==> config.mk <==
export PLATFORM = sky130hd
export DESIGN_NAME = sdi_mode_hunt
export DESIGN_NICKNAME = d
export VERILOG_FILES = /design/src/rtl/sdi_hunt_pkg.sv /design/src/rtl/sdi_hunt_pick.sv /design/src/rtl/sdi_hunt_timer.sv /design/src/rtl/sdi_hunt_flags.sv /design/src/rtl/sdi_mode_hunt.sv
export SDC_FILE = /design/constraint.sdc
export NUM_CORES = 1
export LEC_CHECK = 0
export BUFFER_PORTS_ARGS = -buffer_cell sky130_fd_sc_hd__buf_2
export CAP_MARGIN = 20
export CORE_MARGIN = 3
export CORE_UTILIZATION = 58
export CTS_BUF_LIST = sky130_fd_sc_hd__clkbuf_4 sky130_fd_sc_hd__clkbuf_8 sky130_fd_sc_hd__clkbuf_16
export DETAILED_ROUTE_END_ITERATION = 7
export GPL_TIMING_DRIVEN = 0
export PLACE_DENSITY = 0.8
export SYNTH_ARGS = -nofsm -noshare
export SYNTH_HDL_FRONTEND = slang
export SYNTH_SLANG_ARGS = --single-unit
==> constraint.sdc <==
create_clock -name clk -period 3.7 [get_ports clk]
set_clock_uncertainty 0.15 [all_clocks]
set_input_delay 0.74 -clock clk [delete_from_list [all_inputs] [get_ports clk]]
set_output_delay 0.74 -clock clk [all_outputs]
set_load 0.01 [all_outputs]
==> src/rtl/sdi_hunt_pkg.sv <==
package sdi_hunt_pkg;

  localparam int NUM_MODES = 6;
  localparam int MODE_W    = 3;
  localparam int IDX_W     = $clog2(NUM_MODES);

  typedef enum logic [MODE_W-1:0] {
    MD_HD     = 3'b000,
    MD_SD     = 3'b001,
    MD_3G     = 3'b010,
    MD_6G     = 3'b100,
    MD_12G    = 3'b101,
    MD_12G_FR = 3'b110
  } mode_e;

  // Candidate index to mode code; index order matches the mask bit order.
  function automatic logic [MODE_W-1:0] mode_of_idx(input logic [IDX_W-1:0] idx);
    logic [MODE_W-1:0] code;
    case (idx)
      3'd0:    code = MD_HD;
      3'd1:    code = MD_SD;
      3'd2:    code = MD_3G;
      3'd3:    code = MD_6G;
      3'd4:    code = MD_12G;
      3'd5:    code = MD_12G_FR;
      default: code = MD_HD;
    endcase
    return code;
  endfunction

endpackage

==> src/rtl/sdi_hunt_pick.sv <==
module sdi_hunt_pick #(
  parameter int N  = 6,
  parameter int IW = 3
) (
  input  logic [N-1:0]  mask,
  input  logic [IW-1:0] cur,
  output logic [IW-1:0] nxt,
  output logic          any_o
);

  // Lowest positive offset from cur (with wrap) whose mask bit is set.
  always_comb begin
    nxt = (mask[cur]) ? cur : '0;
    for (int k = N - 1; k >= 1; k--) begin
      int j;
      j = (int'(cur) + k) % N;
      if (mask[j]) nxt = IW'(j);
    end
  end

  assign any_o = |mask;

endmodule

==> src/rtl/sdi_hunt_timer.sv <==
module sdi_hunt_timer #(
  parameter int LIMIT = 16
) (
  input  logic clk,
  input  logic rst_n,
  input  logic clr,
  input  logic inc,
  output logic done
);

  localparam int W = (LIMIT > 1) ? $clog2(LIMIT) : 1;

  logic [W-1:0] cnt_q, cnt_d;

  always_comb begin
    cnt_d = cnt_q;
    if (clr)      cnt_d = '0;
    else if (inc) cnt_d = cnt_q + W'(1);
  end

  always_ff @(posedge clk or negedge rst_n) begin
    if (!rst_n) cnt_q <= '0;
    else        cnt_q <= cnt_d;
  end

  assign done = (cnt_q == W'(LIMIT - 1));

  // The owner never increments past the terminal count (dwell/loss windows).
  assert_cnt_range_R4: assert property (@(posedge clk) disable iff (!rst_n)
    (int'(cnt_q) <= LIMIT - 1));

endmodule

==> src/rtl/sdi_hunt_flags.sv <==
module sdi_hunt_flags
  import sdi_hunt_pkg::*;
(
  input  logic              clk,
  input  logic              rst_n,
  input  logic [MODE_W-1:0] mode,
  input  logic              locked,
  output logic              ind_hd,
  output logic              ind_sd,
  output logic              ind_3g,
  output logic              ind_6g,
  output logic              ind_12g
);

  always_comb begin
    ind_hd  = locked && (mode == MD_HD);
    ind_sd  = locked && (mode == MD_SD);
    ind_3g  = locked && (mode == MD_3G);
    ind_6g  = locked && (mode == MD_6G);
    ind_12g = locked && ((mode == MD_12G) || (mode == MD_12G_FR));
  end

  assert_ind_onehot_R10: assert property (@(posedge clk) disable iff (!rst_n)
    $onehot0({ind_hd, ind_sd, ind_3g, ind_6g, ind_12g}));

endmodule

==> src/rtl/sdi_mode_hunt.sv <==
module sdi_mode_hunt
  import sdi_hunt_pkg::*;
#(
  parameter int DWELL      = 16,
  parameter int LOSS_LIMIT = 4
) (
  input  logic              clk,
  input  logic              rst_n,
  input  logic              ce,
  input  logic              hunt_rst,
  input  logic [NUM_MODES-1:0] mode_mask,
  input  logic              auto_en,
  input  logic [MODE_W-1:0] forced_mode,
  input  logic              cand_ok,
  output logic [MODE_W-1:0] mode_o,
  output logic              locked_o,
  output logic              ind_hd,
  output logic              ind_sd,
  output logic              ind_3g,
  output logic              ind_6g,
  output logic              ind_12g
);

  logic [IDX_W-1:0] idx_q, idx_d, idx_nxt;
  logic             lock_q, lock_d;
  logic             any_en;
  logic             dw_clr, dw_inc, dw_done;
  logic             ms_clr, ms_inc, ms_done;

  sdi_hunt_pick #(.N(NUM_MODES), .IW(IDX_W)) u_pick (
    .mask  (mode_mask),
    .cur   (idx_q),
    .nxt   (idx_nxt),
    .any_o (any_en)
  );

  sdi_hunt_timer #(.LIMIT(DWELL)) u_dwell (
    .clk (clk), .rst_n (rst_n), .clr (dw_clr), .inc (dw_inc), .done (dw_done)
  );

  sdi_hunt_timer #(.LIMIT(LOSS_LIMIT)) u_loss (
    .clk (clk), .rst_n (rst_n), .clr (ms_clr), .inc (ms_inc), .done (ms_done)
  );

  // Next-state: reset sources, masked skip, locked watch, then search dwell.
  always_comb begin
    idx_d  = idx_q;
    lock_d = lock_q;
    dw_clr = 1'b0;
    dw_inc = 1'b0;
    ms_clr = 1'b0;
    ms_inc = 1'b0;
    if (ce) begin
      if (!auto_en || hunt_rst || !any_en) begin
        idx_d  = '0;
        lock_d = 1'b0;
        dw_clr = 1'b1;
        ms_clr = 1'b1;
      end else if (!mode_mask[idx_q]) begin
        idx_d  = idx_nxt;
        lock_d = 1'b0;
        dw_clr = 1'b1;
        ms_clr = 1'b1;
      end else if (lock_q) begin
        if (cand_ok) begin
          ms_clr = 1'b1;
        end else if (ms_done) begin
          idx_d  = idx_nxt;
          lock_d = 1'b0;
          dw_clr = 1'b1;
          ms_clr = 1'b1;
        end else begin
          ms_inc = 1'b1;
        end
      end else begin
        if (cand_ok) begin
          lock_d = 1'b1;
          dw_clr = 1'b1;
          ms_clr = 1'b1;
        end else if (dw_done) begin
          idx_d  = idx_nxt;
          dw_clr = 1'b1;
        end else begin
          dw_inc = 1'b1;
        end
      end
    end
  end

  always_ff @(posedge clk or negedge rst_n) begin
    if (!rst_n) begin
      idx_q  <= '0;
      lock_q <= 1'b0;
    end else begin
      idx_q  <= idx_d;
      lock_q <= lock_d;
    end
  end

  assign mode_o   = auto_en ? mode_of_idx(idx_q) : forced_mode;
  assign locked_o = !auto_en || lock_q;

  sdi_hunt_flags u_flags (
    .clk     (clk),
    .rst_n   (rst_n),
    .mode    (mode_o),
    .locked  (locked_o),
    .ind_hd  (ind_hd),
    .ind_sd  (ind_sd),
    .ind_3g  (ind_3g),
    .ind_6g  (ind_6g),
    .ind_12g (ind_12g)
  );

  assert_hold_no_ce_R9: assert property (@(posedge clk) disable iff (!rst_n)
    !ce |=> ($stable(idx_q) && $stable(lock_q)));

  assert_no_masked_lock_R3: assert property (@(posedge clk) disable iff (!rst_n)
    $rose(lock_q) |-> $past(mode_mask[idx_q]));

  assert_hunt_rst_R8: assert property (@(posedge clk) disable iff (!rst_n)
    (ce && hunt_rst) |=> (!lock_q && idx_q == '0));

  assert_forced_clears_R7: assert property (@(posedge clk) disable iff (!rst_n)
    (ce && !auto_en) |=> (!lock_q && idx_q == '0));

  assert_empty_mask_R11: assert property (@(posedge clk) disable iff (!rst_n)
    (ce && auto_en && mode_mask == '0) |=> (!lock_q && idx_q == '0));

  assert_ind_needs_lock_R10: assert property (@(posedge clk) disable iff (!rst_n)
    (ind_hd || ind_sd || ind_3g || ind_6g || ind_12g) |-> locked_o);

endmodule

**Word-level counts from Yosys, hierarchy flattened**

Index checks and enable logic that the tools add are counted.

- Logic and storage cells: 119
- Register bits: 10
- Bits of input ports: 15
- Output and inout port bits: 9

- Muxes and demuxes: 66
- Eq/ne operators: 15
- $add $sub $neg: 7
- $lt $le $gt $ge: 6
- Reduce and logical (&&, ||, !) cells: 16
- Divide/modulo/power cells: 5

Operator list:

| kind | count |
|---|---|
| less-than comparator 32 x 5 -> 1 bit (second input constant) | 5 |
| remainder unit 32 x 4 -> 32 bit (second input constant) | 5 |
| two-way mux 3 bit | 14 |
| two-way mux 1 bit | 41 |
| binary-select mux 1 bit (select 3 bit) | 6 |
| equality test 3 bit (second input constant) | 5 |
| case mux 3 bit (5 select lines) | 1 |
| equality test 3 x 2 -> 1 bit (second input constant) | 3 |
| adder 3 x 2 -> 4 bit (second input constant) | 2 |
| adder 3 x 3 -> 4 bit (second input constant) | 2 |
| two-way mux 4 bit | 2 |
| inequality test 4 bit (second input constant) | 2 |
| equality test 3 x 1 -> 1 bit (second input constant) | 2 |
| OR reduction 6 bit | 1 |
| logical AND 1 bit | 5 |
| adder 3 x 1 -> 4 bit (second input constant) | 1 |
| adder 4 x 1 -> 4 bit (second input constant) | 1 |
| equality test 4 bit (second input constant) | 1 |
| logical OR 1 bit | 4 |
| less-than comparator 3 x 4 -> 1 bit (second input constant) | 1 |
| two-way mux 2 bit | 2 |
| AND reduction 4 bit | 1 |
| nonzero test 2 bit | 2 |
| logical NOT 3 bit | 1 |
| other kinds (4) | 5 |

**Logic depth before layout (Yosys ltp)**

Gate-level depths: netlist (run 1).

- Word-level depth: 15
- Depth in mapped cells: 15
- Mapped depth without buffers: 13

**Modules after synthesis**

From an unflattened synthesis (run 1), not the netlist that was laid out.

- Cells, all modules: 197
- Area total of the unflattened synthesis: 1,706.6 sq um

Modules (own cells, without submodules):

| module | sequential area each (sq um) | instances | area each (sq um) | cells each |
|---|---|---|---|---|
| sdi_hunt_pick | 0.0 | 1 | 918.4 | 113 |
| sdi_mode_hunt | 100.1 | 1 | 442.9 | 52 |
| sdi_hunt_timer at u_dwell | 100.1 | 1 | 198.9 | 17 |
| sdi_hunt_timer at u_loss | 50.0 | 1 | 88.8 | 7 |
| sdi_hunt_flags | 0.0 | 1 | 57.6 | 8 |

**Least setup slack after synthesis (run 1)**

Ideal clock, no wire load.

- Path type: reg2reg
- Start: register idx_q[0]
- End: register idx_q[2]
- Stages on the path, launching flop included: 15
- Data required time: 3.425 ns
- Slack: 0.229 ns
- Library setup time: 0.125 ns
- Arrival time: 3.196 ns
- Period minus slack after synthesis: 3.471 ns
- Path buffers: 2
- Cells stage by stage: dfrtp_1 > buf_6 > buf_6 > inv_1 > ha_1 > ha_1 > inv_1 > ha_1 > nor3b_2 > mux2i_1 > mux2i_1 > o32ai_2 > a211oi_1 > a41o_4 > mux2_4

- Word-level cells in the longest chain between the ends: 15
- Elaborated cells on any way between the ends: 44
- Those cells by class: add/sub: 5; div: 5; eq/ne: 3; mux: 30; reduce/logical: 1

RTL lines:

| item | line | text |
|---|---|---|
| start: declaration | sdi_mode_hunt.sv:24 | `logic [IDX_W-1:0] idx_q, idx_d, idx_nxt;` |
| start signal: assignment | sdi_mode_hunt.sv:95 | `idx_q <= idx_d;` |
| adder 3 x 3 -> 4 bit | sdi_hunt_pick.sv:16 | `j = (int'(cur) + k) % N;` |
| remainder unit 32 x 4 -> 32 bit | sdi_hunt_pick.sv:16 |  |
| binary-select mux 1 bit (select 3 bit) | sdi_hunt_pick.sv:17 | `if (mask[j]) nxt = IW'(j);` |
| two-way mux 1 bit (implied by the code) (2 in a row) | sdi_hunt_pick.sv:17 |  |
| two-way mux 3 bit (5 in a row) | sdi_hunt_pick.sv:17 |  |
| two-way mux 3 bit, on equally long branches | sdi_mode_hunt.sv:80, sdi_mode_hunt.sv:67 |  |
| two-way mux 3 bit, on equally long branches | sdi_mode_hunt.sv:76, sdi_mode_hunt.sv:65 |  |
| two-way mux 3 bit | sdi_mode_hunt.sv:64 | `end else if (lock_q) begin` |
| two-way mux 3 bit | sdi_mode_hunt.sv:59 | `end else if (!mode_mask[idx_q]) begin` |
| two-way mux 3 bit | sdi_mode_hunt.sv:54 | `if (!auto_en \|\| hunt_rst \|\| !any_en) begin` |

Parallel ways exist; a longest one is shown, timed or not. The select of a mux whose other input is x is not followed.
A chain may end at the register's enable or synchronous reset.

**Worst setup path in the final report (run 1)**

- Start: register idx_q[1]
- End: register idx_q[2]

The elaborated chain is that of the path after synthesis.

==> impl_metrics.py, run 1 <==
metrics = {
    "run_status": {
        "status": "completed",
    },
    "sta": {
        "hold_slack_ns": 0.163,
        "worst_pin_slew_ns": 0.624,
        "setup_slack_ns": 0.124,
        "fin_crit_sh_pct": 96.6,
        "relSlewSlack_pct": 57.2,
        "max_freq_mhz": 280,
        "hold_violations": 0,
        "final.min_clock_period_ns": 3.58,
        "maxSlewViolCount": 0,
        "setup_viol": 0,
    },
    "placement": {
        "post-place-ws_ns": -0.263,
        "gp_congestion": 0.882,
        "port_buffers": 21,
        "placed_cells": 267,
        "dpl.hpwl_mm": 3.17,
    },
    "logic_synthesis": {
        "ys_top_cells_by_area": "dfrtp_1 (14%), ha_1 (14%), mux2i_1 (5.7%)",
        "synth_top_cell_by_area": "dfrtp_1",
        "ys_seq_area_share_pct": 14.3,
        "synth_cell_types": 58,
        "ys_async_sr_fraction_pct": 100,
        "netlist_area_sq_um": 1750,
        "ys_ff_latch": 10,
        "synth_ff_type": "dfrtp_1",
        "syn_area_per_cell_sq_um": 8.13,
        "synth_warnings": 0,
        "yosysTopAreaCellShare_pct": 14.3,
        "synth_edf_count": 0,
        "syn_inst": 215,
        "syn_nets": 250,
    },
    "clocking": {
        "cts_tree": "done",
        "clk_pin_slew_ns": 0.07,
        "h-tree-depth": 1,
        "clk_path_buf_depth": 2,
        "clock-sinks": 10,
        "cts_root_buf": "clkbuf_4",
        "ctsHoldBuffers": 0,
        "clock_latency_ns": 0.27,
        "cts_buffers": 3,
    },
    "final_layout": {
        "final_cells": 280,
        "n_antenna_cell": 0,
        "fin_nets": 285,
        "fin_util_pct": 75.0,
        "drive_gt1_share_pct": 28.5,
        "synthToLayoutAreaGrowth_pct": 20.3,
        "layout_commonest_cell": "buf_2",
        "final_cell_mix": "buf_2 (22), nand2_1 (19), nor2_1 (16), ha_1 (16), inv_1 (14)",
    },
    "global_routing": {
        "grt_pass1_vias": 1484,
        "grtUsageTotal_pct": 23.4,
        "grt_max_degree": 11,
        "antenna_found_initial": 0,
        "grt_pass1_wl_mm": 6.67,
        "grt_overflow": 0,
    },
    "critical_path": {
        "reg2reg_from": "idx_q[1]",
        "critPathMaxFanout": 9,
        "timing.rr.end": "idx_q[2]",
        "reg2reg_slack_ns": 0.12,
        "worst_setup_path_end_kind": "flop",
        "crit_path_start_kind": "flop",
        "path_class": "flop to flop",
        "rr_worst_depth": 10,
        "worst_ep_required_time_ns": 3.71,
        "arrival_ns": 3.59,
    },
    "route": {
        "drtAntennaViolNets": 0,
        "firstDrtPassIters": 5,
        "wire_per_inst_um": 15.1,
        "dr_total_vias": 1757,
        "wl_mm": 4.24,
        "avgViaCountPerCell": 6.28,
        "drt_iter0_markers": 118,
        "drc": 0,
    },
    "floorplanning": {
        "die_area_sq_um": 3710,
        "rows": 19,
        "die_w_um": 60.9,
        "core_sq_um": 2810,
        "initial_core_util_pct": 62.3,
        "die_h_um": 60.9,
        "ioPinCount": 24,
    },
    "power": {
        "power_frac_seq_pct": 7.1,
        "p_comb_share_pct": 88.6,
        "p_sw_share_pct": 51.5,
        "static-leakage-power_uw": 0.000978,
        "p_int_uw": 1120,
        "p_clk_share_pct": 4.2,
        "powerDensity_nw_per_um2": 1090,
        "power_switching_uw": 1190,
        "ir_worst_vdd_v": 0.000606,
    },
    "run": {
        "max_cap_violations": 0,
    },
    "worst_hold_path": {
        "min_path_type": "input pin to asynchronous set/reset pin",
    },
}
power groups by stage:
stage | clock network [uW] | logic [uW] | registers (uW)
finish | 97.4 | 2040 | 164
global route | 103 | 2220 | 166
CTS | 98.5 | 1870 | 171
detailed placement | 0 | 1620 | 170
global placement | 0 | 1600 | 169
floorplan | 0 | 1330 | 158
worst max-delay path by stage:
stage / start / to / cells past startpoint / slack [ns]
2_1_floorplan: idx_q[0] / idx_q[2] / 14 / 0.23
3_3_place_gp: idx_q[0] / idx_q[2] / 14 / -0.20
3_5_place_dp: idx_q[0] / idx_q[2] / 14 / -0.26
4_1_cts: idx_q[2] / idx_q[1] / 13 / 0.06
5_1_grt: idx_q[1] / idx_q[2] / 10 / -0.03
6_report: idx_q[1] / idx_q[2] / 10 / 0.12
timing repair:
item                                   in CTS  in global routing
endpoints found under the hold margin       0                  0
setup endpoints to repair                   3                  3
pin swaps                                   5                  3
gates resized for setup                    13                  8
buffers inserted                            5                  4
sequential cells by signal, indices dropped and copies added (netlist names):
register,flops
lock_q,1
u_loss.cnt_q,2
u_dwell.cnt_q,4
idx_q,3
worst max-delay path, cell delays in order (launching register included):
cell,delay (ns)
dfrtp_2,0.49
clkinvlp_4,0.18
buf_4,0.20
ha_1,0.38
a211oi_1,0.31
nand2_1,0.10
xnor2_1,0.36
mux2i_1,0.29
a2bb2oi_1,0.39
a41o_4,0.32
mux2_4,0.30
metal layers:
metal | global-route usage [%] | up-vias | part of all wire [%]
li1 | - | 871 | -
met1 | 34.1 | 816 | 46
met2 | 37.6 | 66 | 46
met3 | 4.47 | 4 | 7.5
met4 | 1.86 | 0 | 0.33
met5 | 0 | - | 0
stage by stage:
step	total power [uW]	instance area, sq um	TNS [ns]
3_3_place_gp	1770	1890	-0.291
3_5_place_dp	1790	1890	-0.498
2_1_floorplan	1490	1750	0
6_report	2300	2100	0
4_1_cts	2140	2030	0
5_1_grt	2490	2100	-0.0305
cell families (layout without fill, tap and decap cells):
kind of cell	Yosys count	after routing	synth area share (%)
simple gates	76	76	22.4
compound gates	68	68	33.1
buf+inv	25	59	6.37
fa+ha+maj	20	20	14.3
mux	14	14	8.52
flops	10	10	14.3
xor+xnor	2	2	1.00
cells in the mapped netlist, types with 2 or more instances:
library cell and number:
a211o_1 2, ha_1 20, a21o_1 6, inv_1 15
o21a_1 2, a32oi_1 2, nand3b_1 3, o31ai_1 3
nor3_1 3, nand2_1 19, mux2i_1 10, nand4_1 3
and3_1 3, and2_1 4, a2bb2oi_1 3, o21ai_1 2
or3_1 2, a211oi_1 5, buf_6 2, o21ai_0 9
nor2_1 16, o31ai_2 2, a31oi_1 2, buf_2 2
dfrtp_1 10, a21oi_1 11, nand3_1 12, clkbuf_1 3
inv_2 3, o221ai_1 2, mux2_2 2, nor3b_1 2
nand2b_1 5
final cells by class:
cell class	count	area, sq um
Fill cell	224	702
Multi-Input combinational cell	180	1480
Inverter	18	71.3
Tap cell	31	38.8
Buffer	7	50.0
Sequential cell	10	254
Timing Repair Buffer	30	173
Clock buffer	4	36.3
(Power assumes the default switching activity.)
==> inputs of run 2 (changes only) <==
--- a/config.mk
+++ b/config.mk
@@ -5,14 +5,16 @@
 export SDC_FILE = /design/constraint.sdc
 export NUM_CORES = 1
 export LEC_CHECK = 0
-export BUFFER_PORTS_ARGS = -buffer_cell sky130_fd_sc_hd__buf_2
 export CAP_MARGIN = 20
+export CORE_ASPECT_RATIO = 0.9
 export CORE_MARGIN = 3
-export CORE_UTILIZATION = 58
+export CORE_UTILIZATION = 60
 export CTS_BUF_LIST = sky130_fd_sc_hd__clkbuf_4 sky130_fd_sc_hd__clkbuf_8 sky130_fd_sc_hd__clkbuf_16
+export CTS_CLUSTER_DIAMETER = 150
 export DETAILED_ROUTE_END_ITERATION = 7
+export DONT_BUFFER_PORTS = 1
 export GPL_TIMING_DRIVEN = 0
-export PLACE_DENSITY = 0.8
+export PLACE_DENSITY = 0.76
 export SYNTH_ARGS = -nofsm -noshare
 export SYNTH_HDL_FRONTEND = slang
 export SYNTH_SLANG_ARGS = --single-unit
==> run 2 against run 1 <==
Net effect:
- register-to-register slack about the same
- worst hold slack improved by 0.18 ns
- cell area is 0.77% lower
- fmax hardly changed
- worst setup slack improved by 0.0031 ns
- sequential power down 5%
- clock power increased by 6%
- non-clock buffer count decreased by 14
- utilization up 4.8 points
==> impl_metrics.py, run 2 (synthesis results as in run 1) <==
metrics = {
    "run_status": {
        "status": "completed",
    },
    "power": {
        "p_comb_share_pct": 89.2,
        "power_switching_uw": 1250,
        "static-leakage-power_uw": 0.000917,
        "powerDensity_nw_per_um2": 1150,
        "p_int_uw": 1140,
        "p_clk_share_pct": 4.3,
        "power_frac_seq_pct": 6.5,
        "ir_worst_vdd_v": 0.000765,
        "p_sw_share_pct": 52.4,
        "finalPower_uw": 2390,
    },
    "critical_path": {
        "path_class": "flop to flop",
        "crit_path_start_kind": "flop",
        "arrival_ns": 3.59,
        "cpPeakStageDelay_ns": 0.42,
        "critPathMaxFanout": 8,
        "worst_setup_path_end_kind": "flop",
        "path_buf_inv": 3,
        "cp_cell_sequence": "buf_4 -> ha_1 -> ha_4 -> inv_2 -> ha_1 -> or3b_1 -> a221o_1 -> nand4b_1 -> o311ai_2 -> inv_2 -> a41o_4 -> mux2_4",
        "worst_ep_required_time_ns": 3.72,
        "cpLargestDelayFamily": "adder cells",
        "reg2reg_from": "idx_q[1]",
        "slowest_stage": "dfrtp_2",
        "crit_start": "idx_q[1]",
    },
    "floorplanning": {
        "initial_core_util_pct": 66.8,
        "die_h_um": 57.2,
        "core_sq_um": 2620,
        "rows": 17,
        "die_w_um": 62.9,
        "ioPinCount": 24,
        "die_area_sq_um": 3600,
    },
    "global_routing": {
        "antenna_found_initial": 0,
        "grt_overflow": 0,
        "grt_pass1_wl_mm": 7.45,
        "grtUsageTotal_pct": 25.8,
        "grt_pass1_vias": 1615,
        "grt_max_degree": 11,
    },
    "final_layout": {
        "layout_commonest_cell": "nand2_1",
        "drive_gt1_share_pct": 25.5,
        "final_cell_mix": "nand2_1 (19), nor2_1 (16), ha_1 (15), buf_4 (15), inv_1 (13)",
        "final_cells": 273,
        "fin_nets": 271,
        "fin_util_pct": 79.8,
        "n_antenna_cell": 0,
        "largest_register_ffs": 4,
        "top_regs": "u_dwell.cnt_q (4), idx_q (3), u_loss.cnt_q (2)",
        "regMostFlops": "u_dwell.cnt_q",
        "synthToLayoutAreaGrowth_pct": 19.4,
    },
    "clocking": {
        "clock_latency_ns": 0.29,
        "clk_path_buf_depth": 2,
        "cts_tree": "done",
        "cts_root_buf": "clkbuf_4",
        "clock-sinks": 10,
        "h-tree-depth": 1,
        "clk_pin_slew_ns": 0.07,
        "cts_buffers": 3,
    },
    "sta": {
        "maxSlewViolCount": 0,
        "hold_slack_ns": 0.340,
        "final.min_clock_period_ns": 3.57,
        "relSlewSlack_pct": 54.5,
        "max_freq_mhz": 280,
        "worst_pin_slew_ns": 0.663,
        "setup-tns-final_ns": 0,
        "setup_viol": 0,
        "fin_crit_sh_pct": 96.6,
        "hold_violations": 0,
    },
    "placement": {
        "placed_cells": 253,
        "dpl.hpwl_mm": 3.45,
        "gp_congestion": 0.907,
        "port_buffers": 0,
    },
    "route": {
        "dr_total_vias": 1757,
        "drt_iter0_markers": 100,
        "drc": 0,
        "wl_mm": 4.83,
        "firstDrtPassIters": 4,
        "wire_per_inst_um": 17.7,
        "avgViaCountPerCell": 6.44,
        "drtAntennaViolNets": 0,
    },
    "run": {
        "max_cap_violations": 0,
    },
    "worst_hold_path": {
        "worstHoldStart": "u_dwell.cnt_q[3]",
        "min_path_type": "flop to flop",
    },
}
run 2: cell type report:
class / instances / area [sq um]
repair buffers: 16 / 123
clock buffers: 4 / 36.3
well taps: 38 / 47.5
flip-flops and latches: 10 / 254
fillers: 188 / 529
inverters: 18 / 75.1
plain buffers: 7 / 57.6
multi-input cells: 180 / 1490
run 2: per-layer routing:
metal / share of wire, % / GRT usage, %
met1: 42 / 33.3
met2: 50 / 44.8
met3: 7.0 / 4.92
met4: 0.91 / 5.66
met5: 0 / 0
run 2: worst paths after layout:
kind	cells past startpoint	end	slack [ns]
min	1	u_dwell.cnt_q[3]	0.34
max in group asynchronous	1	idx_q[2]	2.34
min in group asynchronous	1	u_loss.cnt_q[1]	0.70
max reg2reg	12	idx_q[2]	0.13
min reg2reg	1	u_dwell.cnt_q[3]	0.34
max	12	idx_q[2]	0.13
run 2: through the flow:
step                      setup slack, ns  cell area (sq um)
after floorplan                     0.229               1750
after global placement             -0.134               1800
after detailed placement           -0.252               1800
after CTS                          0.0365               1930
after global routing             -0.00342               2090
final                               0.128               2090
run 2: what timing repair did:
item / CTS / global route
endpoints found under the setup margin: 3 / 3
setup buffers: 4 / 11
resized for setup: 12 / 13
cloned: 0 / 0
pin swaps: 1 / 6
hold endpoints to repair: 10 / 0
hold buffers: 1 / 0
run 2: power groups by stage:
| stage | Combinational, uW | Clock [uW] | Sequential [uW] |
|---|---|---|---|
| 2_1_floorplan | 1330 | 0 | 158 |
| 3_3_place_gp | 1550 | 0 | 167 |
| 3_5_place_dp | 1610 | 0 | 171 |
| 4_1_cts | 1830 | 105 | 168 |
| 5_1_grt | 2300 | 109 | 157 |
| 6_report | 2140 | 103 | 155 |
==> inputs of run 3 (changes only) <==
--- a/config.mk
+++ b/config.mk
@@ -9,7 +9,7 @@
 export CORE_ASPECT_RATIO = 0.9
 export CORE_MARGIN = 3
 export CORE_UTILIZATION = 60
-export CTS_BUF_LIST = sky130_fd_sc_hd__clkbuf_4 sky130_fd_sc_hd__clkbuf_8 sky130_fd_sc_hd__clkbuf_16
+export CTS_BUF_LIST = sky130_fd_sc_hd__clkbuf_8 sky130_fd_sc_hd__clkbuf_16
 export CTS_CLUSTER_DIAMETER = 150
 export DETAILED_ROUTE_END_ITERATION = 7
 export DONT_BUFFER_PORTS = 1
==> run 3 against run 2 <==
Net effect:
- worst setup slack worse by 0.023 ns
- non-clock buffer count is 2 higher
- worst hold slack worse by 0.31 ns
- count of clock-buffer cells in the layout unchanged
- cell count up 0.73%
- sequential share of layout area down 0.29 points
- die area stayed put
- critical endpoint unchanged
- via count increased by 2.8%
==> impl_metrics.py, run 3 (synthesis results as in run 1) <==
metrics = {
    "power": {
        "powerDensity_nw_per_um2": 1150,
        "p_comb_share_pct": 87.4,
        "p_int_uw": 1200,
        "p_clk_share_pct": 5.7,
        "p_sw_share_pct": 51.2,
        "power_switching_uw": 1260,
        "ir_worst_vdd_v": 0.000763,
        "static-leakage-power_uw": 0.000943,
        "power_frac_seq_pct": 6.9,
    },
    "route": {
        "drc": 0,
        "wire_per_inst_um": 17.9,
        "avgViaCountPerCell": 6.57,
        "dr_total_vias": 1807,
        "drtAntennaViolNets": 0,
        "drt_iter0_markers": 107,
        "firstDrtPassIters": 5,
        "wl_mm": 4.91,
    },
    "global_routing": {
        "grt_pass1_wl_mm": 7.56,
        "grtUsageTotal_pct": 26.2,
        "grt_overflow": 0,
        "grt_pass1_vias": 1631,
        "antenna_found_initial": 0,
        "grt_max_degree": 11,
    },
    "final_layout": {
        "top_regs": "u_dwell.cnt_q (4), idx_q (3), u_loss.cnt_q (2)",
        "final_area_sq_um": 2140,
        "layout_commonest_cell": "nand2_1",
        "seq_area_sq_um": 254,
        "n_antenna_cell": 0,
        "final_cell_mix": "nand2_1 (19), buf_4 (18), nor2_1 (16)",
        "fillers": 176,
        "synthToLayoutAreaGrowth_pct": 22.3,
        "fin_nets": 273,
        "fin_util_pct": 81.7,
        "largest_register_ffs": 4,
        "final_cells": 275,
        "regMostFlops": "u_dwell.cnt_q",
        "multi_input_area_sq_um": 1510,
        "drive_gt1_share_pct": 26.6,
    },
    "clocking": {
        "cts_tree": "done",
        "clock_latency_ns": 0.25,
        "ctsHoldBuffers": 0,
        "cts_root_buf": "clkbuf_8",
        "clk_pin_slew_ns": 0.05,
        "clk_path_buf_depth": 2,
        "clock-sinks": 10,
        "h-tree-depth": 1,
        "cts_buffers": 3,
    },
    "critical_path": {
        "arrival_ns": 3.57,
        "crit_start": "idx_q[0]",
        "cp_cell_sequence": "buf_8 -> buf_8 -> inv_1 -> ha_4 -> ha_4 -> inv_1 -> ha_4 -> nor3b_4 -> mux2i_1 -> mux2i_2 -> o32ai_4 -> a211oi_2 -> a41o_4 -> mux2_4",
        "path_buf_inv": 4,
        "cpLargestDelayFamily": "multiplexers",
        "path_class": "flop to flop",
        "crit_top_cell": "ha_4",
        "slowest_stage": "dfrtp_2",
        "critPathMaxFanout": 10,
        "worst_ep_required_time_ns": 3.68,
        "reg2reg_from": "idx_q[0]",
        "worst_setup_path_end_kind": "flop",
        "cpPeakStageDelay_ns": 0.41,
        "crit_path_start_kind": "flop",
    },
    "floorplanning": {
        "core_sq_um": 2620,
        "die_area_sq_um": 3600,
        "ioPinCount": 24,
        "die_w_um": 62.9,
        "die_h_um": 57.2,
        "rows": 17,
        "initial_core_util_pct": 66.8,
    },
    "placement": {
        "place_area_sq_um": 1800,
        "gp_congestion": 0.907,
        "dpl.hpwl_mm": 3.45,
        "port_buffers": 0,
        "placed_cells": 253,
    },
    "sta": {
        "worst_pin_slew_ns": 0.630,
        "setup-tns-final_ns": 0,
        "final.min_clock_period_ns": 3.59,
        "max_freq_mhz": 278,
        "fin_crit_sh_pct": 97.2,
        "maxSlewViolCount": 0,
        "setup_viol": 0,
        "relSlewSlack_pct": 56.8,
        "hold_violations": 0,
        "hold_slack_ns": 0.0342,
    },
    "worst_hold_path": {
        "min_path_type": "input pin to asynchronous set/reset pin",
    },
    "run_status": {
        "status": "completed",
    },
    "run": {
        "max_cap_violations": 0,
    },
}
-- run 3: metrics by stage --
step | total power, uW | worst slack [ns]
6_report | 2460 | 0.105
5_1_grt | 2630 | -0.0302
4_1_cts | 2150 | 0.0163
3_5_place_dp | 1780 | -0.252
3_3_place_gp | 1710 | -0.134
2_1_floorplan | 1490 | 0.229
-- run 3: area by class of cell --
cell class | count | area share (%)
plain buffers | 7 | 2.69
flip-flops and latches | 10 | 11.9
multi-input cells | 180 | 70.8
well taps | 38 | 2.22
clock buffers | 4 | 2.57
repair buffers | 18 | 6.32
inverters | 18 | 3.51
-- run 3: timing repair --
| action | CTS | global route |
|---|---|---|
| setup buffers | 3 | 15 |
| pin swaps | 2 | 6 |
| endpoints found under the setup margin | 3 | 3 |
| gates resized for setup | 14 | 13 |
-- run 3: path summary, 6_finish.rpt --
kind,slack [ns],endpoint,cells past startpoint
max,0.11,idx_q[2],14
max reg2reg,0.11,idx_q[2],14
min reg2reg,0.34,u_dwell.cnt_q[3],1
min,0.03,u_loss.cnt_q[0],0
max in group asynchronous,3.29,idx_q[2],0
min in group clk,0.34,u_dwell.cnt_q[3],1
-- run 3: metal layers --
metal / global-route usage (%) / part of all wire, % / up-vias
met5: 0 / 0 / -
met1: 33.5 / 41 / 853
met4: 6.29 / 1.0 / 0
li1: - / - / 856
met2: 45.4 / 51 / 88
met3: 5.31 / 7.5 / 10
-- run 3: power by group through the flow --
stage | logic, uW | registers [uW] | clock network [uW]
floorplan | 1330 | 158 | 0
global placement | 1550 | 167 | 0
detailed placement | 1610 | 171 | 0
CTS | 1830 | 180 | 142
global route | 2310 | 174 | 148
finish | 2150 | 169 | 140
